--- src/rtl/acc_rd_pkg.sv ---
package acc_rd_pkg;

  typedef enum logic [1:0] {
    RD_FRAC     = 2'd0,
    RD_SIGNED   = 2'd1,
    RD_UNSIGNED = 2'd2,
    RD_RESV     = 2'd3
  } rd_kind_e;

  // Round-half-to-even increment decision.
  function automatic logic half_even_up(input logic above, input logic tie, input logic lsb);
    return above | (tie & lsb);
  endfunction

endpackage

--- src/rtl/acc_frac_round.sv ---
module acc_frac_round
  import acc_rd_pkg::*;
#(
  parameter int ACC_W        = 64,
  parameter int NARROW_W     = 16,
  parameter int NARROW_SHIFT = 24,
  parameter int FINE_SHIFT   = 8,
  parameter int WIDE_W       = ACC_W - FINE_SHIFT + 1
) (
  input  logic [ACC_W-1:0]    acc,
  input  logic                rt_en,
  output logic [NARROW_W:0]   narrow_sum,
  output logic [WIDE_W-1:0]   wide_sum
);

  localparam int NARROW_TOP = NARROW_SHIFT + NARROW_W - 1;
  localparam logic [NARROW_SHIFT-1:0] N_HALF = {1'b1, {(NARROW_SHIFT-1){1'b0}}};
  localparam logic [FINE_SHIFT-1:0]   W_HALF = {1'b1, {(FINE_SHIFT-1){1'b0}}};

  logic [NARROW_W-1:0]       n_kept;
  logic [NARROW_SHIFT-1:0]   n_rem;
  logic                      n_up;
  logic [ACC_W-FINE_SHIFT-1:0] w_kept;
  logic [FINE_SHIFT-1:0]     w_rem;
  logic                      w_up;

  // Narrow path: unsigned 16-bit field above a 24-bit remainder.
  assign n_kept = acc[NARROW_TOP:NARROW_SHIFT];
  assign n_rem  = acc[NARROW_SHIFT-1:0];
  assign n_up   = half_even_up(n_rem > N_HALF, n_rem == N_HALF, n_kept[0]);
  assign narrow_sum = {1'b0, n_kept} + {{NARROW_W{1'b0}}, n_up};

  // Wide path: arithmetic shift by FINE_SHIFT, optional rounding.
  assign w_kept = acc[ACC_W-1:FINE_SHIFT];
  assign w_rem  = acc[FINE_SHIFT-1:0];
  assign w_up   = rt_en & half_even_up(w_rem > W_HALF, w_rem == W_HALF, w_kept[0]);
  assign wide_sum = {acc[ACC_W-1], w_kept} + {{(WIDE_W-1){1'b0}}, w_up};

endmodule

--- src/rtl/acc_frac_clamp.sv ---
module acc_frac_clamp #(
  parameter int NARROW_W = 16,
  parameter int RES_W    = 32,
  parameter int WIDE_W   = 57
) (
  input  logic [NARROW_W:0]  narrow_sum,
  input  logic [WIDE_W-1:0]  wide_sum,
  input  logic               su_en,
  input  logic               omc_en,
  output logic [RES_W-1:0]   frac_res
);

  localparam int EXT_W = WIDE_W - RES_W + 1;

  function automatic logic [RES_W-1:0] narrow_out(input logic [NARROW_W:0] s, input logic omc);
    logic [NARROW_W-1:0] pos_max;
    pos_max = {1'b0, {(NARROW_W-1){1'b1}}};
    if (omc && s[NARROW_W]) return RES_W'(pos_max);
    return RES_W'(s[NARROW_W-1:0]);
  endfunction

  function automatic logic [RES_W-1:0] wide_out(input logic [WIDE_W-1:0] s, input logic omc);
    logic [EXT_W-1:0] ext;
    logic             fits;
    logic             neg;
    ext  = s[WIDE_W-1:RES_W-1];
    fits = (&ext) | ~(|ext);
    neg  = s[WIDE_W-1];
    if (omc && !fits) return {neg, {(RES_W-1){~neg}}};
    return s[RES_W-1:0];
  endfunction

  always_comb begin
    if (su_en) frac_res = narrow_out(narrow_sum, omc_en);
    else       frac_res = wide_out(wide_sum, omc_en);
  end

endmodule

--- src/rtl/acc_int_read.sv ---
module acc_int_read #(
  parameter int ACC_W = 64,
  parameter int RES_W = 32
) (
  input  logic [ACC_W-1:0] acc,
  input  logic             signed_sel,
  output logic [RES_W-1:0] int_res
);

  localparam int SGN_EXT_W = ACC_W - RES_W + 1;

  function automatic logic [RES_W-1:0] signed_out(input logic [ACC_W-1:0] a);
    logic [SGN_EXT_W-1:0] ext;
    logic                 neg;
    ext = a[ACC_W-1:RES_W-1];
    neg = a[ACC_W-1];
    if ((&ext) | ~(|ext)) return a[RES_W-1:0];
    return {neg, {(RES_W-1){~neg}}};
  endfunction

  function automatic logic [RES_W-1:0] unsigned_out(input logic [ACC_W-1:0] a);
    if (~(|a[ACC_W-1:RES_W])) return a[RES_W-1:0];
    return {RES_W{1'b1}};
  endfunction

  always_comb begin
    if (signed_sel) int_res = signed_out(acc);
    else            int_res = unsigned_out(acc);
  end

endmodule

--- src/rtl/acc_readout.sv ---
module acc_readout
  import acc_rd_pkg::*;
#(
  parameter int ACC_W        = 64,
  parameter int RES_W        = 32,
  parameter int NARROW_W     = 16,
  parameter int NARROW_SHIFT = 24,
  parameter int FINE_SHIFT   = 8
) (
  input  logic             clk,
  input  logic             rst_n,
  input  logic             req_valid,
  input  logic [ACC_W-1:0] acc_val,
  input  logic [1:0]       rd_type,
  input  logic             mode_su,
  input  logic             mode_rt,
  input  logic             mode_omc,
  output logic             res_valid,
  output logic [RES_W-1:0] res_data
);

  localparam int WIDE_W = ACC_W - FINE_SHIFT + 1;

  rd_kind_e           kind;
  logic [NARROW_W:0]  narrow_sum;
  logic [WIDE_W-1:0]  wide_sum;
  logic [RES_W-1:0]   frac_res;
  logic [RES_W-1:0]   int_res;
  logic [RES_W-1:0]   next_res;

  assign kind = rd_kind_e'(rd_type);

  acc_frac_round #(
    .ACC_W(ACC_W), .NARROW_W(NARROW_W), .NARROW_SHIFT(NARROW_SHIFT),
    .FINE_SHIFT(FINE_SHIFT), .WIDE_W(WIDE_W)
  ) u_round (
    .acc(acc_val), .rt_en(mode_rt),
    .narrow_sum(narrow_sum), .wide_sum(wide_sum)
  );

  acc_frac_clamp #(
    .NARROW_W(NARROW_W), .RES_W(RES_W), .WIDE_W(WIDE_W)
  ) u_clamp (
    .narrow_sum(narrow_sum), .wide_sum(wide_sum),
    .su_en(mode_su), .omc_en(mode_omc), .frac_res(frac_res)
  );

  acc_int_read #(
    .ACC_W(ACC_W), .RES_W(RES_W)
  ) u_int (
    .acc(acc_val), .signed_sel(kind == RD_SIGNED), .int_res(int_res)
  );

  always_comb begin
    unique case (kind)
      RD_FRAC:     next_res = frac_res;
      RD_SIGNED,
      RD_UNSIGNED: next_res = int_res;
      default:     next_res = '0;
    endcase
  end

  always_ff @(posedge clk or negedge rst_n) begin
    if (!rst_n) begin
      res_valid <= 1'b0;
      res_data  <= '0;
    end else begin
      res_valid <= req_valid;
      if (req_valid) res_data <= next_res;
    end
  end

endmodule

--- config.mk ---
export PLATFORM = sky130hd
export DESIGN_NAME = acc_readout
export DESIGN_NICKNAME = d
export VERILOG_FILES = /design/src/rtl/acc_rd_pkg.sv /design/src/rtl/acc_frac_round.sv /design/src/rtl/acc_frac_clamp.sv /design/src/rtl/acc_int_read.sv /design/src/rtl/acc_readout.sv
export SDC_FILE = /design/constraint.sdc
export NUM_CORES = 1
export LEC_CHECK = 0
export BUFFER_PORTS_ARGS = -buffer_cell sky130_fd_sc_hd__buf_2
export CORE_MARGIN = 2
export CORE_UTILIZATION = 55
export DETAILED_ROUTE_END_ITERATION = 12
export PLACE_DENSITY_LB_ADDON = 0.15
export SLEW_MARGIN = 20
export SYNTH_ARGS = -nofsm -noshare
export SYNTH_HDL_FRONTEND = slang
export SYNTH_HIERARCHICAL = 1
export SYNTH_SLANG_ARGS = --single-unit
--- constraint.sdc ---
create_clock -name clk -period 0.8 [get_ports clk]
set_input_delay 0.08 -clock clk [delete_from_list [all_inputs] [get_ports clk]]
set_output_delay 0.08 -clock clk [all_outputs]
set_load 0.05 [all_outputs]
==> results of run 1 <==
-- metal layers --
layer / track usage / GRT overflow
met5: 0 / 0
met3: 0.447 / 0
met1: 0.733 / 0
met4: 0.779 / 40
met2: 0.978 / 72
-- synthesized netlist by cell type, drive strengths merged, types with 3 or more instances --
cell,count,share of area
a22oi,32,0.057
and2,3,0.0045
and3,6,0.0090
and4,6,0.013
buf,27,0.049
clkbuf,8,0.0072
dfrtp,33,0.20
ha,8,0.024
inv,43,0.038
nand2,33,0.030
nand2b,17,0.027
nand3,29,0.038
nand4,36,0.054
nor2,23,0.021
nor3,16,0.019
nor4,29,0.058
o21a,32,0.057
o21ai,17,0.020
o221a,15,0.040
o22ai,32,0.057
or3,5,0.0087
or4,4,0.0098
xnor2,41,0.086
xor2,27,0.056
-- kinds of logic after synthesis --
family / after synthesis / synth area share
adders and majority gates: 8 / 0.0239
DFF: 33 / 0.197
AOI/OAI and AO/OA: 134 / 0.245
and+or+nand+nor: 211 / 0.298
xor gates and xnor gates: 68 / 0.142
buffers and inverters: 78 / 0.0943
-- through the flow --
step | hold WS, ns | cell area [um2]
after floorplan | -0.216 | 4270
after detailed placement | 0.0577 | 5970
after global placement | 0.0444 | 5970
after CTS | 0.151 | 6520
-- timing repair --
action                                  CTS
resized for setup                       101
hold endpoints to repair                 33
buffers inserted                         11
pin swaps                                 5
endpoints found under the setup margin   65
hold buffers                              1
==> flow_summary_export.csv, run 1 <==
group,metric,value,unit
floorplanning,num_rows,31,
floorplanning,die_w,91.3,um
floorplanning,start_util,0.572,
cts,root_buffer,"clkbuf_8",
cts,cts-htree-levels,2,
global_route,track_usage,0.728,
yosys,synth_seq_cells,33,
floorplanning,ios,105,
timing,crit_endpoint,"res_data[7]$_DFFE_PN0P_/D",
run_status,haltStage,"global routing (5_1_grt)",
cts,cts_made_buffers,5,
yosys,synth_edf_count,0,
global_route,overflow,112,
global_route,grt_start_max_net_pins,34,
yosys,ys_warn_count,6,
yosys,syn_area,4190,um2
run_status,status,"stopped before the end",
run_status,error,"[ERROR GRT-0232] Routing congestion too high. Check the congestion heatmap in the GUI.",
floorplanning,die_h,91.3,um
yosys,ys_types,44,
place,dpl.hpwl,13100,um
yosys,ys_async_sr_fraction,1.00,
place,dp_cells,856,
place,place_congestion,1.01,
cts,clock-sinks,33,
timing,worstEpCategory,"register data pin",
yosys,ys.flop_type,"dfrtp_1",
yosys,postSynthAreaPerCell,7.88,um2
yosys,syn-num-nets,612,
cts,clock_path_buffers,2,
place,portBuffers,104,
yosys,synthCells,532,
yosys,synth_seq_area_share,0.197,
place,dp_worst_setup_slack,-3.23,ns
==> run 2, diff against run 1 <==
CORE_UTILIZATION = 40   (was 55)
==> flow_summary_export.csv, run 2 <==
group,metric,value,unit
yosys,syn-num-nets,612,
yosys,yosysMostFrequentCell,"inv_1",
drt,dr.pass1.iters,5,
cells_and_area,final_common_cell,"buf_4",
floorplanning,core_area,10200,um2
timing,setup_viol,65,
power,power-per-cell-area,1070,nW/um2
yosys,ys_async_sr_fraction,1.00,
min_path,hp-class,"in2reg",
timing,tightest_slew,0.623,ns
critical_path,reg2reg_from,"res_data[15]",
global_route,track_usage,0.301,
drt,drt_iter0_markers,466,
yosys,ys_warn_count,6,
floorplanning,die_h,106,um
cells_and_area,multiInputGateArea,3340,um2
global_route,antenna_found_initial,0,
timing,setup_slack,-2.80,ns
yosys,ys_top_cells_by_count,"inv_1, xnor2_1, nand4_1",
global_route,grt_pass1_vias,5211,
yosys,synth_seq_area_share,0.197,
critical_path,critPathKind,"in2reg",
yosys,synthCells,532,
yosys,ys.flop_type,"dfrtp_1",
cts,path_clk_slew,0.07,ns
timing,fin_skew,0,ns
yosys,synth_top_area_frac,0.197,
floorplanning,start_util,0.410,
yosys,synth.area.top_cells,"dfrtp_1, xnor2_1, a22oi_1",
cells_and_area,n_antenna_cell,0,
critical_path,start_kind,"primary input",
cts,clk_latency,0.29,ns
run_status,status,"finished, violations left",
yosys,synth_top_cell_by_area,"dfrtp_1",
yosys,syn_area,4190,um2
yosys,synth_edf_count,0,
cells_and_area,largestRegisters,"res_data (32), res_valid (1)",
timing,hold_ws,0.147,ns
timing,maxSlewHeadroom,0.584,
timing,min_period,3.60,ns
cts,root_buffer,"clkbuf_8",
run_status,violations,"setup timing",
cts,clock_path_buffers,2,
flow_run,max-cap-violations,0,
cts,clock-sinks,33,
cells_and_area,layout_common_cells,"buf_4, buf_2, inv_1",
critical_path,slowest_stage,"or4_4",
critical_path,crit_chain,"buf_8 -> nor4_4 -> nand2_1 -> and3_4 -> ha_4 -> ha_4 -> nand3_4 -> or4_4 -> nor4_4 -> buf_4 -> nand4_1 -> xnor2_2 -> nand4_1 -> or4_4 -> nor4_4 -> buf_4 -> nor2_4 -> buf_6 -> o21ai_0 -> a22oi_1 -> o22ai_1",
critical_path,path_max_fanout,7,
cells_and_area,regArea,826,um2
power,ir_drop,0.901,mV
place,dpl.hpwl,13200,um
cells_and_area,largest_reg_flops,32,
floorplanning,ios,105,
cells_and_area,regMostFlops,"res_data",
global_route,overflow,0,
cts,cts-htree-levels,2,
global_route,grt_start_max_net_pins,33,
critical_path,required,1.01,ns
place,postPlaceCellArea,6020,um2
power,leakage,3.06,nW
drt,viasPerCell,5.72,
yosys,postSynthAreaPerCell,7.88,um2
drt,ant_nets,0,
yosys,synth_seq_cells,33,
cells_and_area,syn_to_final_growth,67.2,%
drt,finalWirelength,17500,um
timing,grt_setup_unrepaired,"true",
timing,timing.fmax,0.277,GHz
cts,cts_made_buffers,5,
critical_path,endpoint_kind,"flip-flop",
critical_path,arrival,3.81,ns
floorplanning,die_w,106,um
cells_and_area,nets,889,
drt,wire_per_inst,18.6,um
cts,cts_tree,"done",
drt,drc,0,
place,dp_worst_setup_slack,-3.28,ns
timing,finalMaxSlewViolations,0,
cells_and_area,fillCellCount,863,
critical_path,startpoint,"acc_val[2]",
floorplanning,num_rows,37,
floorplanning,die-area,11300,um2
timing,fin_crit_sh,4.51,
global_route,grt_pass1_wl,26900,um
timing,hold_violations,0,
yosys,ys_types,44,
min_path,min-delay-start,"req_valid",
min_path,min_path_cells,2,
critical_path,slowest_delay,0.56,ns
critical_path,r2r_cells,4,
place,place_congestion,0.976,
place,portBuffers,104,
drt,vias,5408,
cells_and_area,drive_above_1_share,0.483,
critical_path,cp_common_cell,"nor4_4",
cells_and_area,final_area,7010,um2
## run 2: worst paths after layout
kind,endpoint,slack [ns]
setup reg to reg,res_data[15],-0.10
max in group asynchronous,res_data[17],0.20
hold / removal,res_valid,0.15
setup / recovery,res_data[16],-2.80
hold reg to reg,res_data[8],0.55
min in group asynchronous,res_data[14],0.18
## run 2: repair_timing
item | 4_1_cts | 5_1_grt
endpoints found under the hold margin | 33 | 0
hold buffers | 1 | 0
buffers inserted | 21 | 14
gates resized for setup | 99 | 66
setup endpoints to repair | 65 | 65
pin swaps | 9 | 23
gates cloned | 0 | 1
## run 2: logic make-up after synthesis
group / after synthesis / share of synthesized area
compound gates: 134 / 0.245
xor+xnor: 68 / 0.142
fa+ha+maj: 8 / 0.0239
buf+inv: 78 / 0.0943
flops: 33 / 0.197
simple gates: 211 / 0.298
## run 2: area by class of cell
type | count | share of cell area
Tap cell | 136 | 0.0243
Multi-Input combinational cell | 421 | 0.476
Timing Repair Buffer | 305 | 0.347
Inverter | 43 | 0.0230
Sequential cell | 33 | 0.118
Clock buffer | 7 | 0.0123
## run 2: routing by layer
| layer | vias to the layer above | global-route usage | share of wire | routed length (um) |
|---|---|---|---|---|
| li1 | 2541 | - | - | - |
| met1 | 2572 | 0.390 | 0.41 | 7250 |
| met2 | 253 | 0.519 | 0.49 | 8510 |
| met3 | 42 | 0.0423 | 0.070 | 1230 |
| met4 | 0 | 0.0855 | 0.031 | 546 |
| met5 | - | 0 | 0 | 0 |
## run 2: report_power, final
group / total, mW / internal [mW] / switching [mW] / leakage, nW
clock: 1.34 / 0.684 / 0.652 / 0.0443
combinational: 4.10 / 1.85 / 2.25 / 2.61
sequential: 2.05 / 1.88 / 0.162 / 0.414
## run 2: worst max-delay path: cells and delay by family
family | cells | cell delay [ns]
AND/OR/NAND/NOR | 11 | 2.17
AO/OA/AOI/OAI | 3 | 0.44
XOR/XNOR | 1 | 0.19
buffers and inverters | 4 | 0.62
adder cells (fa/ha/maj) | 2 | 0.29
## run 2: through the flow
stage	cells	TNS, ns	utilization	power (mW)
3_5_place_dp	901	-101.36	0.588	5.33
3_3_place_gp	901	-100.53	0.588	5.29
4_1_cts	930	-89.05	0.646	7.16
2_1_floorplan	532	-88.56	-	3.92
5_1_grt	945	-96.53	0.686	7.79
6_report	945	-90.83	0.686	7.48
Power figures use the tool's default switching activity.
==> run 3, diff against run 2 <==
CORE_UTILIZATION = 58   (was 40)
clock period = 4.2 ns   (was 0.8 ns; I/O delays follow)
==> flow_summary_export.csv, run 3 (synthesis gave the netlist of run 2 again) <==
group,metric,value,unit
cts,path_clk_slew,0.08,ns
cells_and_area,nets,725,
drt,vias,4989,
timing,hold_violations,0,
critical_path,required,4.35,ns
critical_path,critPathKind,"in2reg",
floorplanning,start_util,0.607,
timing,tightest_slew,0.761,ns
cells_and_area,final_common_cell,"buf_2",
timing,finalMaxSlewViolations,0,
critical_path,crit_chain,"buf_2 -> nor4_1 -> nand2_1 -> and3_4 -> ha_2 -> ha_4 -> nand3_4 -> or4_4 -> nor4_4 -> buf_4 -> nand4_1 -> xnor2_1 -> nand4_1 -> or4_4 -> nor4_4 -> buf_4 -> o21bai_4 -> o221a_1 -> a22oi_1 -> o22ai_1",
drt,wire_per_inst,19.8,um
power,power,1.18,mW
critical_path,arrival,4.18,ns
floorplanning,die-area,7930,um2
floorplanning,core_area,6910,um2
global_route,grt_start_max_net_pins,35,
place,place_congestion,1.03,
power,power-per-cell-area,234,nW/um2
timing,maxSlewHeadroom,0.493,
floorplanning,die_h,89.0,um
critical_path,start_kind,"primary input",
drt,dr.pass1.iters,8,
drt,drc,0,
timing,fin_crit_sh,0.958,
cells_and_area,largestRegisters,"res_data (32), res_valid (1)",
cts,cts-htree-levels,2,
floorplanning,num_rows,30,
cells_and_area,fillCellCount,594,
timing,hold_ws,0.185,ns
timing,timing.fmax,0.248,GHz
critical_path,endpoint_kind,"flip-flop",
floorplanning,ios,105,
timing,fin_skew,0,ns
critical_path,cp_num_buf_inv,3,
place,dp_cells,732,
cts,cts_tree,"done",
cells_and_area,syn_to_final_growth,20.5,%
critical_path,slowest_delay,0.55,ns
floorplanning,die_w,89.0,um
cts,postCtsHoldBufs,0,
drt,viasPerCell,6.72,
power,leakage,2.09,nW
flow_run,max-cap-violations,0,
cells_and_area,layout_common_cells,"buf_2, inv_1, xnor2_1",
cells_and_area,largest_reg_flops,32,
global_route,overflow,0,
power,ir_drop,0.231,mV
timing,setup_viol,0,
place,portBuffers,104,
cells_and_area,regMostFlops,"res_data",
global_route,grt_pass1_vias,4498,
cells_and_area,drive_above_1_share,0.289,
critical_path,r2r_slack,3.51,ns
cells_and_area,n_antenna_cell,0,
critical_path,slowest_stage,"or4_4",
cts,clock_path_buffers,2,
min_path,hp-class,"in2async",
run_status,status,"finished clean",
place,postPlaceCellArea,4880,um2
global_route,antenna_found_initial,0,
global_route,grt_pass1_wl,22500,um
drt,drt_iter0_markers,659,
timing,fin_tns_setup,0,ns
cells_and_area,fin_cells,742,
critical_path,critical-path-top-delay-family,"simple AND/OR/NAND/NOR gates",
global_route,track_usage,0.364,
drt,ant_nets,0,
cts,root_buffer,"clkbuf_8",
cts,cts_made_buffers,5,
cts,clock-sinks,33,
timing,min_period,4.02,ns
critical_path,path_max_fanout,8,
cts,clk_latency,0.28,ns
place,dpl.hpwl,11000,um
drt,finalWirelength,14700,um
cells_and_area,final_area,5050,um2
==> run 3: cell types whose count changed in the layout (fill, tap and decap cells not counted), sizes merged <==
cell / previous run / this run
clkinv: 0 / 2
o21bai: 1 / 2
clkbuf: 7 / 6
dlygate4sd3: 1 / 0
buf: 304 / 140
==> run 3: path summary, 6_finish.rpt <==
path,from,to,cells past startpoint
worst max-delay path,acc_val[3],res_data[14],20
worst min-delay path,rst_n,res_data[9],1
worst max register to register,res_data[22],res_data[22],2
worst min register to register,res_data[2],res_data[2],2
max in group asynchronous,rst_n,res_data[16],1
min in group clk,res_data[2],res_data[2],2
==> run 3: power by group <==
part	switching, mW	internal (mW)	total [mW]
combinational	0.382	0.180	0.562
sequential	0.0201	0.358	0.378
clock	0.125	0.115	0.240
total	0.527	0.653	1.18
==> run 3: final cells by class <==
cell class              count  area, um2  share of cell area
multi-input cells         422       3060               0.605
well taps                  96        120              0.0238
flip-flops and latches     33        826               0.163
inverters                  43        161              0.0319
clock buffers               6       72.6              0.0144
repair buffers            140        807               0.160
clock inverters             2       10.0             0.00198
==> run 3: timing repair <==
action / in CTS / in global routing
setup endpoints to repair: 0 / 32
resized for setup: 0 / 14
setup buffers: 0 / 1
==> run 3: metrics by stage <==
| step | utilization | worst slack, ns |
|---|---|---|
| 6_report | 0.732 | 0.176 |
| 5_1_grt | 0.732 | -0.0358 |
| 4_1_cts | 0.718 | 0.0644 |
| 3_5_place_dp | 0.706 | -0.225 |
| 3_3_place_gp | 0.706 | -0.136 |
| 2_1_floorplan | - | 0.00737 |
==> run 3: per-layer routing <==
metal | vias up | track usage | part of all wire | wire [um]
met4 | 0 | 0.132 | 0.044 | 643
li1 | 2219 | - | - | -
met2 | 368 | 0.574 | 0.45 | 6680
met3 | 88 | 0.0757 | 0.12 | 1760
met5 | - | 0 | 0 | 0
met1 | 2314 | 0.494 | 0.38 | 5640
==> run 4, diff against run 3 <==
CORE_UTILIZATION = 55   (was 58)
SLEW_MARGIN = not set   (was 20)
clock period = 4 ns   (was 4.2 ns; I/O delays follow)
==> flow_summary_export.csv, run 4 (synthesis gave the netlist of run 2 again) <==
group,metric,value,unit
run_status,status,"finished, violations left",
run_status,violations,"setup timing",
cells_and_area,n_antenna_cell,0,
floorplanning,die-area,8340,um2
min_path,hp-class,"in2async",
critical_path,worstSetupPathDepth,20,
critical_path,critical-path-top-delay-family,"simple AND/OR/NAND/NOR gates",
cells_and_area,largest_reg_flops,32,
power,leakage,2.31,nW
cells_and_area,syn_to_final_growth,30.5,%
cells_and_area,nets,754,
critical_path,reg2reg_to,"res_data[6]",
critical_path,critPathKind,"in2reg",
floorplanning,num_rows,31,
timing,min_period,4.08,ns
drt,dr.pass1.iters,6,
cts,clock-sinks,33,
cts,cts_made_buffers,5,
drt,vias,5035,
drt,drt_iter0_markers,513,
timing,fin_skew,0,ns
timing,setup_viol,1,
critical_path,slowest_delay,0.55,ns
timing,setup_slack,-0.0770,ns
global_route,overflow,0,
place,dpl.hpwl,11300,um
floorplanning,die_h,91.3,um
global_route,grt_pass1_vias,4430,
cells_and_area,regMostFlops,"res_data",
critical_path,endpoint_kind,"flip-flop",
drt,finalWirelength,15400,um
critical_path,path_max_fanout,7,
timing,finalMaxSlewViolations,0,
timing,fin_tns_setup,-0.0770,ns
cells_and_area,layout_common_cells,"buf_2, buf_4, inv_1",
timing,timing.fmax,0.245,GHz
place,place_congestion,1.06,
cts,clk_latency,0.30,ns
cells_and_area,final_common_cell,"buf_2",
global_route,grt_busiest_layer,"met2",
cts,path_clk_slew,0.08,ns
global_route,antenna_found_initial,0,
global_route,grt_use_met3,0.0448,
cells_and_area,fillCellCount,596,
critical_path,slowest_stage,"or4b_4",
global_route,use_met1,0.468,
power,power-per-cell-area,240,nW/um2
timing,fin_crit_sh,1.02,
critical_path,r2r_slack,3.29,ns
global_route,track_usage,0.343,
floorplanning,core_area,7330,um2
floorplanning,die_w,91.3,um
cts,postCtsHoldBufs,0,
floorplanning,ios,105,
place,portBuffers,104,
cells_and_area,drive_above_1_share,0.335,
drt,ant_nets,0,
critical_path,start_kind,"primary input",
power,power,1.31,mW
global_route,grt_start_max_net_pins,35,
cts,clock_path_buffers,2,
timing,grt_setup_unrepaired,"true",
critical_path,reg2reg_from,"res_data[6]",
flow_run,max-cap-violations,0,
global_route,grt_use_met2,0.564,
drt,viasPerCell,6.51,
drt,wire_per_inst,19.9,um
global_route,grt_pass1_wl,22900,um
floorplanning,start_util,0.572,
critical_path,arrival,4.23,ns
cts,cts_tree,"done",
critical_path,startpoint,"acc_val[0]",
critical_path,r2r_cells,2,
critical_path,endpoint,"res_data[6]",
cts,cts-htree-levels,2,
drt,drc,0,
critical_path,crit_chain,"buf_8 -> nor4_4 -> nand2_1 -> and3_4 -> ha_4 -> ha_4 -> nand3_4 -> or4_4 -> nor4_4 -> buf_4 -> nand4_1 -> xnor2_1 -> nor4_2 -> nand3_1 -> o21ai_4 -> or4b_4 -> clkbuf_16 -> o221a_1 -> a22oi_1 -> o22ai_1",
cells_and_area,utilization,0.747,
power,ir_drop,0.235,mV
critical_path,cp_num_buf_inv,3,
timing,maxSlewHeadroom,0.158,
timing,tightest_slew,1.26,ns
cts,root_buffer,"clkbuf_8",
timing,hold_violations,0,
cells_and_area,largestRegisters,"res_data (32), res_valid (1)",
critical_path,required,4.15,ns
run 4: changes by cell type in the layout (fill, tap and decap cells not counted), sizes merged:
cell | previous run | this run
buf | 140 | 168
clkbuf | 6 | 8
clkinv | 2 | 1
run 4: where the power goes:
group          total [mW]  switching, mW  internal, mW
combinational       0.623          0.410         0.212
clock               0.294          0.138         0.156
sequential          0.396         0.0203         0.376
total                1.31          0.568         0.744
run 4: per-layer routing:
layer | routed length [um] | vias up
li1 | - | 2282
met1 | 6090 | 2285
met2 | 7080 | 393
met3 | 1630 | 75
met4 | 614 | 0
met5 | 0 | -
run 4: final cells by class:
class | instances | area [um2] | area share
clock buffers | 7 | 96.3 | 0.0176
clock inverters | 1 | 5.00 | 0.000914
inverters | 43 | 161 | 0.0295
multi-input cells | 422 | 3140 | 0.574
flip-flops and latches | 33 | 826 | 0.151
well taps | 99 | 124 | 0.0226
repair buffers | 169 | 1120 | 0.205
run 4: worst min path at each step:
stage                     cells after the start  startpoint           end  slack [ns]
final                                         1       rst_n   res_data[6]        0.16
after global routing                          1       rst_n  res_data[12]        0.22
after CTS                                     1       rst_n   res_data[6]        0.19
after detailed placement                      1       rst_n   res_data[9]        0.50
after global placement                        1       rst_n   res_data[9]        0.48
after floorplan                               0       rst_n   res_data[0]        0.10
run 4: worst reg2reg max path: cells and delay by family, from the launching register on:
kind	cells	cell delay, ns
AO/OA/AOI/OAI	1	0.09
flip-flops	1	0.39
buffers and inverters	1	0.07
run 4: metrics by stage:
step                std cells  hold slack, ns  worst slack (ns)  instance area (um2)
finish                    774           0.158           -0.0770                 5470
global route              774           0.223            -0.216                 5470
CTS                       768           0.185           0.00603                 5240
detailed placement        758           0.503            -0.365                 5100
global placement          758           0.480            -0.286                 5100
floorplan                 532           0.104           -0.0234                 4250
run 4: repair_timing:
item / in CTS / in global routing
gates cloned: 0 / 2
pin swaps: 1 / 9
resized for setup: 3 / 43
setup endpoints to repair: 15 / 32
setup buffers: 2 / 4
